--- config.mk ---
export PLATFORM = sky130hd
export DESIGN_NAME = nor_prog_ctrl
export DESIGN_NICKNAME = d
export VERILOG_FILES = /design/src/rtl/nor_prog_pkg.sv /design/src/rtl/nor_cmd_fsm.sv /design/src/rtl/nor_prog_timer.sv /design/src/rtl/nor_word_array.sv /design/src/rtl/nor_prog_ctrl.sv
export SDC_FILE = /design/constraint.sdc
export NUM_CORES = 1
export LEC_CHECK = 0
export ABC_AREA = 0
export BUFFER_PORTS_ARGS = -buffer_cell sky130_fd_sc_hd__buf_2
export CORE_MARGIN = 3
export CORE_UTILIZATION = 58
export DETAILED_ROUTE_END_ITERATION = 7
export PLACE_DENSITY = 0.77
export SLEW_MARGIN = 20
export SYNTH_ARGS = -nofsm -noshare
export SYNTH_HDL_FRONTEND = slang
export SYNTH_SLANG_ARGS = --single-unit
export TNS_END_PERCENT = 20
--- constraint.sdc ---
create_clock -name clk -period 4.3 [get_ports clk]
set_input_delay 0.43 -clock clk [delete_from_list [all_inputs] [get_ports clk]]
set_output_delay 0.43 -clock clk [all_outputs]
set_load 0.02 [all_outputs]
--- src/rtl/nor_prog_pkg.sv ---
package nor_prog_pkg;

  localparam int WORD_W = 16;
  localparam int CODE_W = 8;
  localparam int KEY_AW = 12;

  localparam logic [CODE_W-1:0] CODE_KEY1 = 8'hAA;
  localparam logic [CODE_W-1:0] CODE_KEY2 = 8'h55;
  localparam logic [CODE_W-1:0] CODE_PGM  = 8'hA0;
  localparam logic [CODE_W-1:0] CODE_CLR  = 8'hF0;

  localparam logic [KEY_AW-1:0] KEY_ADDR_A = 12'h555;
  localparam logic [KEY_AW-1:0] KEY_ADDR_B = 12'h2AA;

  localparam int POLL_BIT = 7;
  localparam int TOG_BIT  = 6;
  localparam int TLIM_BIT = 5;

  typedef logic [WORD_W-1:0] word_t;

  typedef enum logic [2:0] {
    ST_READ  = 3'd0,
    ST_UNL1  = 3'd1,
    ST_UNL2  = 3'd2,
    ST_ARMED = 3'd3,
    ST_BUSY  = 3'd4,
    ST_FAULT = 3'd5
  } ctl_state_e;

endpackage

--- src/rtl/nor_cmd_fsm.sv ---
module nor_cmd_fsm
  import nor_prog_pkg::*;
#(
  parameter int AW    = 13,
  parameter int IDX_W = 4
) (
  input  logic             clk,
  input  logic             rst_n,
  input  logic             bus_we,
  input  logic [AW-1:0]    bus_addr,
  input  word_t            bus_wdata,
  input  logic             op_done,
  input  logic             op_fail,
  output ctl_state_e       state_o,
  output logic             start_o,
  output logic [IDX_W-1:0] tgt_idx_o,
  output word_t            tgt_data_o
);

  localparam int WA_W = AW - 1;

  logic [WA_W-1:0]   wr_waddr;
  logic [CODE_W-1:0] wr_code;
  logic              at_key_a;
  logic              at_key_b;
  logic              odd_byte;

  ctl_state_e        state_q;
  ctl_state_e        state_d;
  logic              start;
  logic [IDX_W-1:0]  tgt_idx_q;
  word_t             tgt_data_q;

  assign wr_waddr = bus_addr[AW-1:1];
  assign odd_byte = bus_addr[0];
  assign wr_code  = bus_wdata[CODE_W-1:0];
  assign at_key_a = (wr_waddr == WA_W'(KEY_ADDR_A));
  assign at_key_b = (wr_waddr == WA_W'(KEY_ADDR_B));

  // next-state decode
  always_comb begin
    state_d = state_q;
    start   = 1'b0;
    unique case (state_q)
      ST_READ: begin
        if (bus_we && at_key_a && (wr_code == CODE_KEY1)) state_d = ST_UNL1;
      end
      ST_UNL1: begin
        if (bus_we) begin
          state_d = (at_key_b && (wr_code == CODE_KEY2)) ? ST_UNL2 : ST_READ;
        end
      end
      ST_UNL2: begin
        if (bus_we) begin
          state_d = (at_key_a && (wr_code == CODE_PGM)) ? ST_ARMED : ST_READ;
        end
      end
      ST_ARMED: begin
        if (bus_we) begin
          if (!odd_byte) begin
            state_d = ST_BUSY;
            start   = 1'b1;
          end else begin
            state_d = ST_READ;
          end
        end
      end
      ST_BUSY: begin
        if (op_done)      state_d = ST_READ;
        else if (op_fail) state_d = ST_FAULT;
      end
      ST_FAULT: begin
        if (bus_we && (wr_code == CODE_CLR)) state_d = ST_READ;
      end
      default: state_d = ST_READ;
    endcase
  end

  always_ff @(posedge clk or negedge rst_n) begin
    if (!rst_n) state_q <= ST_READ;
    else        state_q <= state_d;
  end

  always_ff @(posedge clk or negedge rst_n) begin
    if (!rst_n) begin
      tgt_idx_q  <= '0;
      tgt_data_q <= '0;
    end else if (start) begin
      tgt_idx_q  <= wr_waddr[IDX_W-1:0];
      tgt_data_q <= bus_wdata;
    end
  end

  assign state_o    = state_q;
  assign start_o    = start;
  assign tgt_idx_o  = tgt_idx_q;
  assign tgt_data_o = tgt_data_q;

endmodule

--- src/rtl/nor_prog_timer.sv ---
module nor_prog_timer
  import nor_prog_pkg::*;
#(
  parameter int PROG_CYCLES = 8,
  parameter int TLIM_CYCLES = 40
) (
  input  logic  clk,
  input  logic  rst_n,
  input  logic  start,
  input  logic  busy,
  input  logic  stat_rd,
  input  word_t old_word,
  input  word_t new_data,
  output logic  done_o,
  output logic  fail_o,
  output logic  tog_o
);

  localparam int CNT_W = $clog2(TLIM_CYCLES + 1);
  localparam logic [CNT_W-1:0] PROG_LAST = CNT_W'(PROG_CYCLES - 1);
  localparam logic [CNT_W-1:0] TLIM_LAST = CNT_W'(TLIM_CYCLES - 1);

  logic [CNT_W-1:0] cnt_q;
  logic [CNT_W-1:0] cnt_d;
  logic             cnt_en;
  logic             tog_q;
  logic             tog_d;
  logic             tog_en;
  logic             blocked;

  // a 1 requested over a stored 0 can never be reached
  assign blocked = |(~old_word & new_data);

  always_comb begin
    cnt_en = start | busy;
    cnt_d  = start ? '0 : cnt_q + 1'b1;
  end

  always_ff @(posedge clk or negedge rst_n) begin
    if (!rst_n)      cnt_q <= '0;
    else if (cnt_en) cnt_q <= cnt_d;
  end

  always_comb begin
    tog_en = start | (busy & stat_rd);
    tog_d  = start ? 1'b0 : ~tog_q;
  end

  always_ff @(posedge clk or negedge rst_n) begin
    if (!rst_n)      tog_q <= 1'b0;
    else if (tog_en) tog_q <= tog_d;
  end

  assign done_o = busy & ~blocked & (cnt_q == PROG_LAST);
  assign fail_o = busy &  blocked & (cnt_q == TLIM_LAST);
  assign tog_o  = tog_q;

endmodule

--- src/rtl/nor_word_array.sv ---
module nor_word_array
  import nor_prog_pkg::*;
#(
  parameter int DEPTH = 32,
  parameter int IDX_W = $clog2(DEPTH)
) (
  input  logic             clk,
  input  logic             erase,
  input  logic             wr_en,
  input  logic [IDX_W-1:0] wr_idx,
  input  word_t            wr_data,
  input  logic [IDX_W-1:0] rda_idx,
  output word_t            rda_data,
  input  logic [IDX_W-1:0] rdb_idx,
  output word_t            rdb_data
);

  logic [DEPTH*WORD_W-1:0] flat;

  for (genvar gi = 0; gi < DEPTH; gi++) begin : g_word
    word_t cell_q;
    word_t cell_d;
    logic  cell_en;

    always_comb begin
      cell_en = erase | (wr_en && (wr_idx == IDX_W'(gi)));
      cell_d  = erase ? '1 : (cell_q & wr_data);
    end

    always_ff @(posedge clk) begin
      if (cell_en) cell_q <= cell_d;
    end

    assign flat[gi*WORD_W +: WORD_W] = cell_q;
  end

  assign rda_data = flat[rda_idx*WORD_W +: WORD_W];
  assign rdb_data = flat[rdb_idx*WORD_W +: WORD_W];

endmodule

--- src/rtl/nor_prog_ctrl.sv ---
module nor_prog_ctrl
  import nor_prog_pkg::*;
#(
  parameter int AW          = 13,
  parameter int DEPTH       = 32,
  parameter int PROG_CYCLES = 8,
  parameter int TLIM_CYCLES = 40
) (
  input  logic          clk,
  input  logic          rst_n,
  input  logic          erase_all,
  input  logic          bus_we,
  input  logic          bus_re,
  input  logic [AW-1:0] bus_addr,
  input  logic [15:0]   bus_wdata,
  output logic [15:0]   bus_rdata
);

  localparam int IDX_W = $clog2(DEPTH);

  ctl_state_e       ctl_state;
  logic             prog_start;
  logic             prog_done;
  logic             prog_fail;
  logic             tog_bit;
  logic [IDX_W-1:0] tgt_idx;
  word_t            tgt_data;
  word_t            old_word;
  word_t            arr_word;
  word_t            stat_word;
  logic             busy;
  logic             faulted;
  logic             erase_ok;
  word_t            rdata_q;
  word_t            rdata_d;

  assign busy     = (ctl_state == ST_BUSY);
  assign faulted  = (ctl_state == ST_FAULT);
  assign erase_ok = erase_all & ~busy & ~faulted;

  nor_cmd_fsm #(
    .AW    (AW),
    .IDX_W (IDX_W)
  ) fsm_i (
    .clk        (clk),
    .rst_n      (rst_n),
    .bus_we     (bus_we),
    .bus_addr   (bus_addr),
    .bus_wdata  (bus_wdata),
    .op_done    (prog_done),
    .op_fail    (prog_fail),
    .state_o    (ctl_state),
    .start_o    (prog_start),
    .tgt_idx_o  (tgt_idx),
    .tgt_data_o (tgt_data)
  );

  nor_prog_timer #(
    .PROG_CYCLES (PROG_CYCLES),
    .TLIM_CYCLES (TLIM_CYCLES)
  ) tmr_i (
    .clk      (clk),
    .rst_n    (rst_n),
    .start    (prog_start),
    .busy     (busy),
    .stat_rd  (bus_re),
    .old_word (old_word),
    .new_data (tgt_data),
    .done_o   (prog_done),
    .fail_o   (prog_fail),
    .tog_o    (tog_bit)
  );

  nor_word_array #(
    .DEPTH (DEPTH),
    .IDX_W (IDX_W)
  ) arr_i (
    .clk      (clk),
    .erase    (erase_ok),
    .wr_en    (prog_done),
    .wr_idx   (tgt_idx),
    .wr_data  (tgt_data),
    .rda_idx  (bus_addr[IDX_W:1]),
    .rda_data (arr_word),
    .rdb_idx  (tgt_idx),
    .rdb_data (old_word)
  );

  // status word: polling bit true only once faulted
  always_comb begin
    stat_word           = '0;
    stat_word[POLL_BIT] = faulted ? tgt_data[POLL_BIT] : ~tgt_data[POLL_BIT];
    stat_word[TOG_BIT]  = tog_bit;
    stat_word[TLIM_BIT] = faulted;
  end

  assign rdata_d = (busy || faulted) ? stat_word : arr_word;

  always_ff @(posedge clk or negedge rst_n) begin
    if (!rst_n)      rdata_q <= '0;
    else if (bus_re) rdata_q <= rdata_d;
  end

  assign bus_rdata = rdata_q;

endmodule

# Yosys cells after proc, flatten, opt, wreduce, memory -nomap -nowiden

Cells that the tools add are included.

Bits in registers: 559
Input bits: 34
Output and inout port bits: 16
Word-level logic and storage cells: 231

$add $sub $neg: 1
Eq/ne operators: 50
Shift-type cells: 2
Mux-type cells: 18
Bitwise gates (word level): 80
Reduce and logical (&&, ||, !) cells: 42

Operators by type and width:

| cell                   | number |
|---|---|
| $shiftx A512 B10 Y16   | 2 |
| $and A16 B16 Y16       | 33 |
| $eq A5 B5 Y1 const B   | 16 |
| $eq A5 B4 Y1 const B   | 8 |
| $logic_and A1 B1 Y1    | 37 |
| $or A1 B1 Y1           | 34 |
| $eq A8 B8 Y1 const B   | 3 |
| $mux W3                | 8 |
| $eq A5 B3 Y1 const B   | 4 |
| $pmux W3 S6            | 1 |
| $mux W16               | 1 |
| $not A16 Y16           | 1 |
| $reduce_or A16 Y1      | 1 |
| $eq A12 B10 Y1 const B | 1 |
| $eq A12 B11 Y1 const B | 1 |
| $eq A5 B2 Y1 const B   | 2 |
| $eq A8 B7 Y1 const B   | 1 |
| $and A1 B1 Y1          | 7 |
| $add A6 B1 Y6 const B  | 1 |
| $eq A3 B2 Y1 const B   | 2 |
| $eq A3 B3 Y1 const B   | 2 |
| $eq A6 B3 Y1 const B   | 1 |
| $eq A6 B6 Y1 const B   | 1 |
| $mux W6                | 1 |
| 12 further kinds       | 24 |

# Longest topological paths before layout

Depth after elaboration: 9
Mapped depth: 14
Depth with buffers taken out: 9

# Modules after synthesis

A second synthesis with hierarchy kept.

Cell total of the unflattened synthesis: 3,061
Area, all modules: 31,669.1 µm²

By module, submodules not included:

| module         | instances | cells an instance | area each (µm²) | sequential area each (µm²) |
|---|---|---|---|---|
| nor_word_array | 1         | 2,849             | 29,153.0        | 15,374.7 |
| nor_cmd_fsm    | 1         | 86                | 1,251.2         | 600.6 |
| nor_prog_ctrl  | 1         | 73                | 703.2           | 400.4 |
| nor_prog_timer | 1         | 53                | 561.8           | 175.2 |

# Least setup slack after synthesis

OpenSTA, ideal clock, no wires.

Kind: reg-to-reg
From: reg fsm_i.tgt_idx_q[0] (netlist: fsm_i.tgt_idx_o[0])
To: reg arr_i.g_word[10].cell_q[0], enable pin
Library setup time: 0.414 ns
Arrival time: 3.708 ns
Required time: 3.886 ns
Slack: 0.178 ns
Cell stages (with the launch flop): 12
Path buffers: 3
Period minus slack after synthesis: 4.122 ns
Cells stage by stage: dfrtp_1 > buf_6 > buf_6 > or3b_1 > o221ai_1 > a21oi_1 > a22o_1 > a2111oi_0 > and4_1 > nand4_4 > buf_6 > o31ai_1

Cells in the longest elaborated chain, start to end: 9
Elaborated cells between the ends (all ways): 10
Classes of those cells: eq/ne (1); shift (1); bitwise (6); reduce/logical (2)

Ends and longest elaborated chain:

| what                         | RTL line             | source |
|---|---|---|
| from (decl)                  | nor_cmd_fsm.sv:31    | `logic [IDX_W-1:0] tgt_idx_q;` |
| from (signal assigned)       | nor_cmd_fsm.sv:89    | `tgt_idx_q <= wr_waddr[IDX_W-1:0];` |
| $shiftx A512 B10 Y16         | nor_word_array.sv:38 | `assign rdb_data = flat[rdb_idx*WORD_W +: WORD_W];` |
| $not A16 Y16                 | nor_prog_timer.sv:32 | `assign blocked = \|(~old_word & new_data);` |
| $and A16 B16 Y16             | nor_prog_timer.sv:32 |  |
| $reduce_or A16 Y1            | nor_prog_timer.sv:32 |  |
| $not A1 Y1                   | nor_prog_timer.sv:54 | `assign done_o = busy & ~blocked & (cnt_q == PROG_LAST);` |
| $and A1 B1 Y1 (2 in series)  | nor_prog_timer.sv:54 |  |
| $logic_and A1 B1 Y1 (*)      | nor_word_array.sv:26 | `cell_en = erase \| (wr_en && (wr_idx == IDX_W'(gi)));` |
| $or A1 B1 Y1 (*)             | nor_word_array.sv:26 |  |
| via arr_i.g_word[10].cell_en | nor_word_array.sv:23 | `logic cell_en;` |
| to (signal assigned)         | nor_word_array.sv:31 | `if (cell_en) cell_q <= cell_d;` |
| to (decl)                    | nor_word_array.sv:21 | `word_t cell_q;` |

The timed path passes the listed nets; every way through them passes the cells marked *.
A chain may end at the register's enable or synchronous reset.

# Worst setup path in the final report

From: reg fsm_i.tgt_idx_q[0] (netlist: fsm_i.tgt_idx_o[0])
To: reg arr_i.g_word[6].cell_q[14], enable pin

Cells in the longest elaborated chain, start to end: 9
Elaborated cells between the ends (all ways): 10
Classes of those cells: eq/ne (1); shift (1); bitwise (6); reduce/logical (2)

Ends and longest elaborated chain:

| what                        | RTL line |
|---|---|
| $shiftx A512 B10 Y16        | nor_word_array.sv:38 |
| $not A16 Y16                | nor_prog_timer.sv:32 |
| $and A16 B16 Y16            | nor_prog_timer.sv:32 |
| $reduce_or A16 Y1           | nor_prog_timer.sv:32 |
| $not A1 Y1                  | nor_prog_timer.sv:54 |
| $and A1 B1 Y1 (2 in series) | nor_prog_timer.sv:54 |
| $logic_and A1 B1 Y1 (*)     | nor_word_array.sv:26 |
| $or A1 B1 Y1 (*)            | nor_word_array.sv:26 |
| via arr_i.g_word[6].cell_en | nor_word_array.sv:23 |
| to (signal assigned)        | nor_word_array.sv:31 |
| to (decl)                   | nor_word_array.sv:21 |

Marks and branches as above.

==> key figures <==
Power
  • Int Power: 12.2 mW
  • VDD IR max: 0.338 mV
  • Total design power: ~18 mW
  • Comb pwr share: 0.226
  • NetSw: between 5 and 6 mW
  • Seq pwr share: 0.473
  • Clock power share: 0.301
  • Switching Fraction: 0.315
  • Leak: 13.6 nW
  • P per Cell Area: 513 nW/µm²

Detailed routing
  • DRC: 0
  • Wirelength per Cell: 29.0 µm
  • DRT Pass-1 Iters: 6
  • DRT iter0 DRCs: about 3700
  • Vias per std cell: 6.94
  • Total number of vias: between 20000 and 25000
  • Final wirelength: 95500 µm
  • Number of routed nets with antenna violations: 0

Timing
  • Fin crit share: 0.971
  • RSZ-0062 raised after global routing: false
  • Crit path time final: 4180 ps
  • Clock skew: 27.9 ps
  • Final hold vios: 0
  • Max-slew violation count: 0
  • Max_slew headroom: 0.192
  • Worst-Margin Slew: 1210 ps
  • Final setup viols: 0
  • Fin worst setup slack: 123 ps
  • Achievable Freq: roughly 0.24 GHz

Synthesis
  • Synth Flop Type: edfxtp_1
  • Post-synth EDFFs: 512
  • Sequential share of the synthesized area: 0.543
  • Flops & latches, synth: between 500 and 600
  • Syn Nets: 2585
  • Mapped Area: 30500 µm²
  • Syn_area_per_cell: 12.0 µm²
  • Synth cell types: 66
  • Async SR Flop Fraction: 0.0841
  • Post-Syn Instances: ~2600
  • Yosys warnings: 0

GRT
  • Largest net degree at the start of global routing: 125
  • First-pass GRT wire length: 143000 µm
  • Grt ovf: 0
  • Vias in the first global route: between 20000 and 25000
  • Initial antenna violation count: 0
  • GRT Total Usage: 0.343

Worst setup path
  • CP Class: register to register
  • Data arrival, critical path: between 4000 and 5000 ps
  • Critical Path RT: 4550 ps
  • Worst r2r src: fsm_i.tgt_idx_o[0]
  • Crit Path Max Fanout: 22
  • CP endpoint kind: register
  • Critical Path Start Type: register
  • Critical path startpoint: fsm_i.tgt_idx_o[0]

Hold path
  • Hold Path Origin: bus_wdata[7]
  • Worst hold path class: input port to register

Floorplan
  • Die ar.: 55300 µm²
  • Initial core utilization: 0.590
  • Die width: 235 µm
  • # IOs: 50
  • Die height: roughly 240 µm
  • Rows: 83
  • Core area: between 50000 and 60000 µm²

Clocking
  • CTS root buffer: clkbuf_16
  • Clk pin slew, worst setup/hold paths: 70 ps
  • CTS Buffer Depth: 3
  • Total CTS buffers: 55
  • Skew-Pair Late Insertion Delay: 650 ps
  • CTS tree: done
  • CTS H-tree lvls: 2
  • Clock sinks: roughly 560

Placed design
  • Pre-CTS setup slack: -85.4 ps
  • Placed cell areas: 32300 µm²
  • HPWL Detailed: 65300 µm
  • I/O Buffers: 49
  • Placed cells: 3167
  • Gp weighted congestion: 0.994

Finish
  • Post-route cell area: between 30000 and 40000 µm²
  • Most common cell after layout, fill and taps aside: nand2_1
  • Finished Core Util: 0.670
  • Number of fill cells: 3468
  • Antenna diodes: 0
  • Layout area overhead: 13.5%
  • Most frequent cells in the layout: nand2_1, edfxtp_1, mux4_2
  • Layout Nets: 2602
  • Fin cells: 3294
  • Layout cells sized above 1: 0.230

Run status
  • Status: complete, no violations

Run
  • Max-cap violations: 0
==> synth_stat cells (4+ instances only) <==
| cell type | count | area [µm²] |
|---|---|---|
| edfxtp_1 | 512 | 15400 |
| mux4_1 | 7 | 184 |
| mux4_2 | 253 | 5700 |
| a22o_1 | 4 | 35.0 |
| mux2i_1 | 79 | 791 |
| o22ai_1 | 32 | 200 |
| a211oi_1 | 7 | 52.6 |
| a22oi_1 | 15 | 113 |
| nor4b_1 | 4 | 35.0 |
| buf_6 | 14 | 158 |
| inv_1 | 19 | 71.3 |
| nand2_1 | 1140 | 4280 |
| buf_1 | 29 | 109 |
| a2111oi_0 | 7 | 61.3 |
| nor2b_1 | 6 | 37.5 |
| a21oi_1 | 19 | 95.1 |
| dfrtp_1 | 47 | 1180 |
| buf_4 | 11 | 82.6 |
| mux2_2 | 8 | 90.1 |
| and2_1 | 4 | 25.0 |
| nor3_1 | 13 | 65.1 |
| o21ai_0 | 8 | 40.0 |
| o31ai_1 | 32 | 240 |
| buf_2 | 19 | 95.1 |
| clkbuf_1 | 158 | 593 |
| nand3_1 | 8 | 40.0 |
| a221oi_1 | 5 | 43.8 |
| nand4_1 | 9 | 56.3 |
| nor2_1 | 22 | 82.6 |
| xor2_1 | 4 | 35.0 |
| nand2b_1 | 4 | 25.0 |
==> cell type report <==
cell class | instances | area, µm² | area share
Clock buffer | 64 | 1520 | 0.0438
Clock inverter | 40 | 478 | 0.0138
Inverter | 19 | 71.3 | 0.00206
Multi-Input combinational cell | 1740 | 13300 | 0.384
Sequential cell | 559 | 16600 | 0.479
Tap cell | 680 | 851 | 0.0246
Timing Repair Buffer | 192 | 1840 | 0.0532
==> worst max-delay path, stage by stage, from the launching register on <==
cell and delay [ps]:
dfrtp_4 620, buf_4 280, mux4_2 380, nand2_1 150, nand4_2 180, a31o_1 190
nand3_2 100, nor4b_4 400, nand4_4 170, buf_12 240, buf_4 180, o31ai_4 850
==> power by group through the flow <==
| stage | registers (mW) | logic, mW | clock network (mW) |
|---|---|---|---|
| 2_1_floorplan | 8.17 | 2.32 | 0 |
| 3_3_place_gp | 8.38 | 3.55 | 0 |
| 3_5_place_dp | 8.44 | 3.79 | 0 |
| 4_1_cts | 8.36 | 3.86 | 5.34 |
| 5_1_grt | 8.49 | 4.21 | 5.55 |
| 6_report | 8.39 | 4.00 | 5.34 |
==> path summary, 6_finish.rpt <==
kind | depth (start not counted) | slack [ps] | to
max in group asynchronous | 2 | 3390 | fsm_i.tgt_idx_o[0]
worst max-delay path | 11 | 120 | arr_i.g_word[6].cell_q[14]
worst min-delay path | 3 | 30 | fsm_i.tgt_data_o[7]
worst min register to register | 1 | 520 | bus_rdata[6]
worst max register to register | 11 | 120 | arr_i.g_word[6].cell_q[14]
min in group asynchronous | 2 | 360 | bus_rdata[11]
==> kinds of logic (layout without fill, tap and decap cells) <==
kind of cell,count (synthesis),in the layout,share of synthesized area
xor gates and xnor gates,6,6,0.00172
muxes,347,347,0.222
and+or+nand+nor,1231,1231,0.159
DFF,559,559,0.543
adders and majority gates,1,1,0.000411
buffers and inverters,251,315,0.0369
AOI/OAI and AO/OA,155,155,0.0369
==> stage by stage <==
stage	TNS (ps)	hold WS (ps)
floorplan	0	134
global placement	-1060	489
detailed placement	-4720	503
CTS	0	1.73
global route	0	24.1
finish	0	25.2
==> registers in the layout, summed over array words and instances (netlist names) <==
signal / count
bus_rdata: 16
arr_i.g_word.cell_q: 512
fsm_i.tgt_idx_o: 5
fsm_i.tgt_data_o: 16
tmr_i.cnt_q: 6
tmr_i.tog_o: 1
fsm_i.state_o: 3
==> metal layers <==
layer  share of wire  track usage  vias to the layer above
li1                -            -                     9314
met1            0.33        0.453                    11100
met2            0.45        0.521                     1978
met3            0.14       0.0867                      407
met4           0.078        0.206                        0
met5               0            0                        -
==> what timing repair did <==
item	4_1_cts	5_1_grt
pin swaps	9	5
gates resized for setup	1	7
hold endpoints to repair	52	0
hold buffers	6	0
buffers inserted	8	6
setup endpoints to repair	208	185
Note: power is estimated with default switching activity, not from simulation.
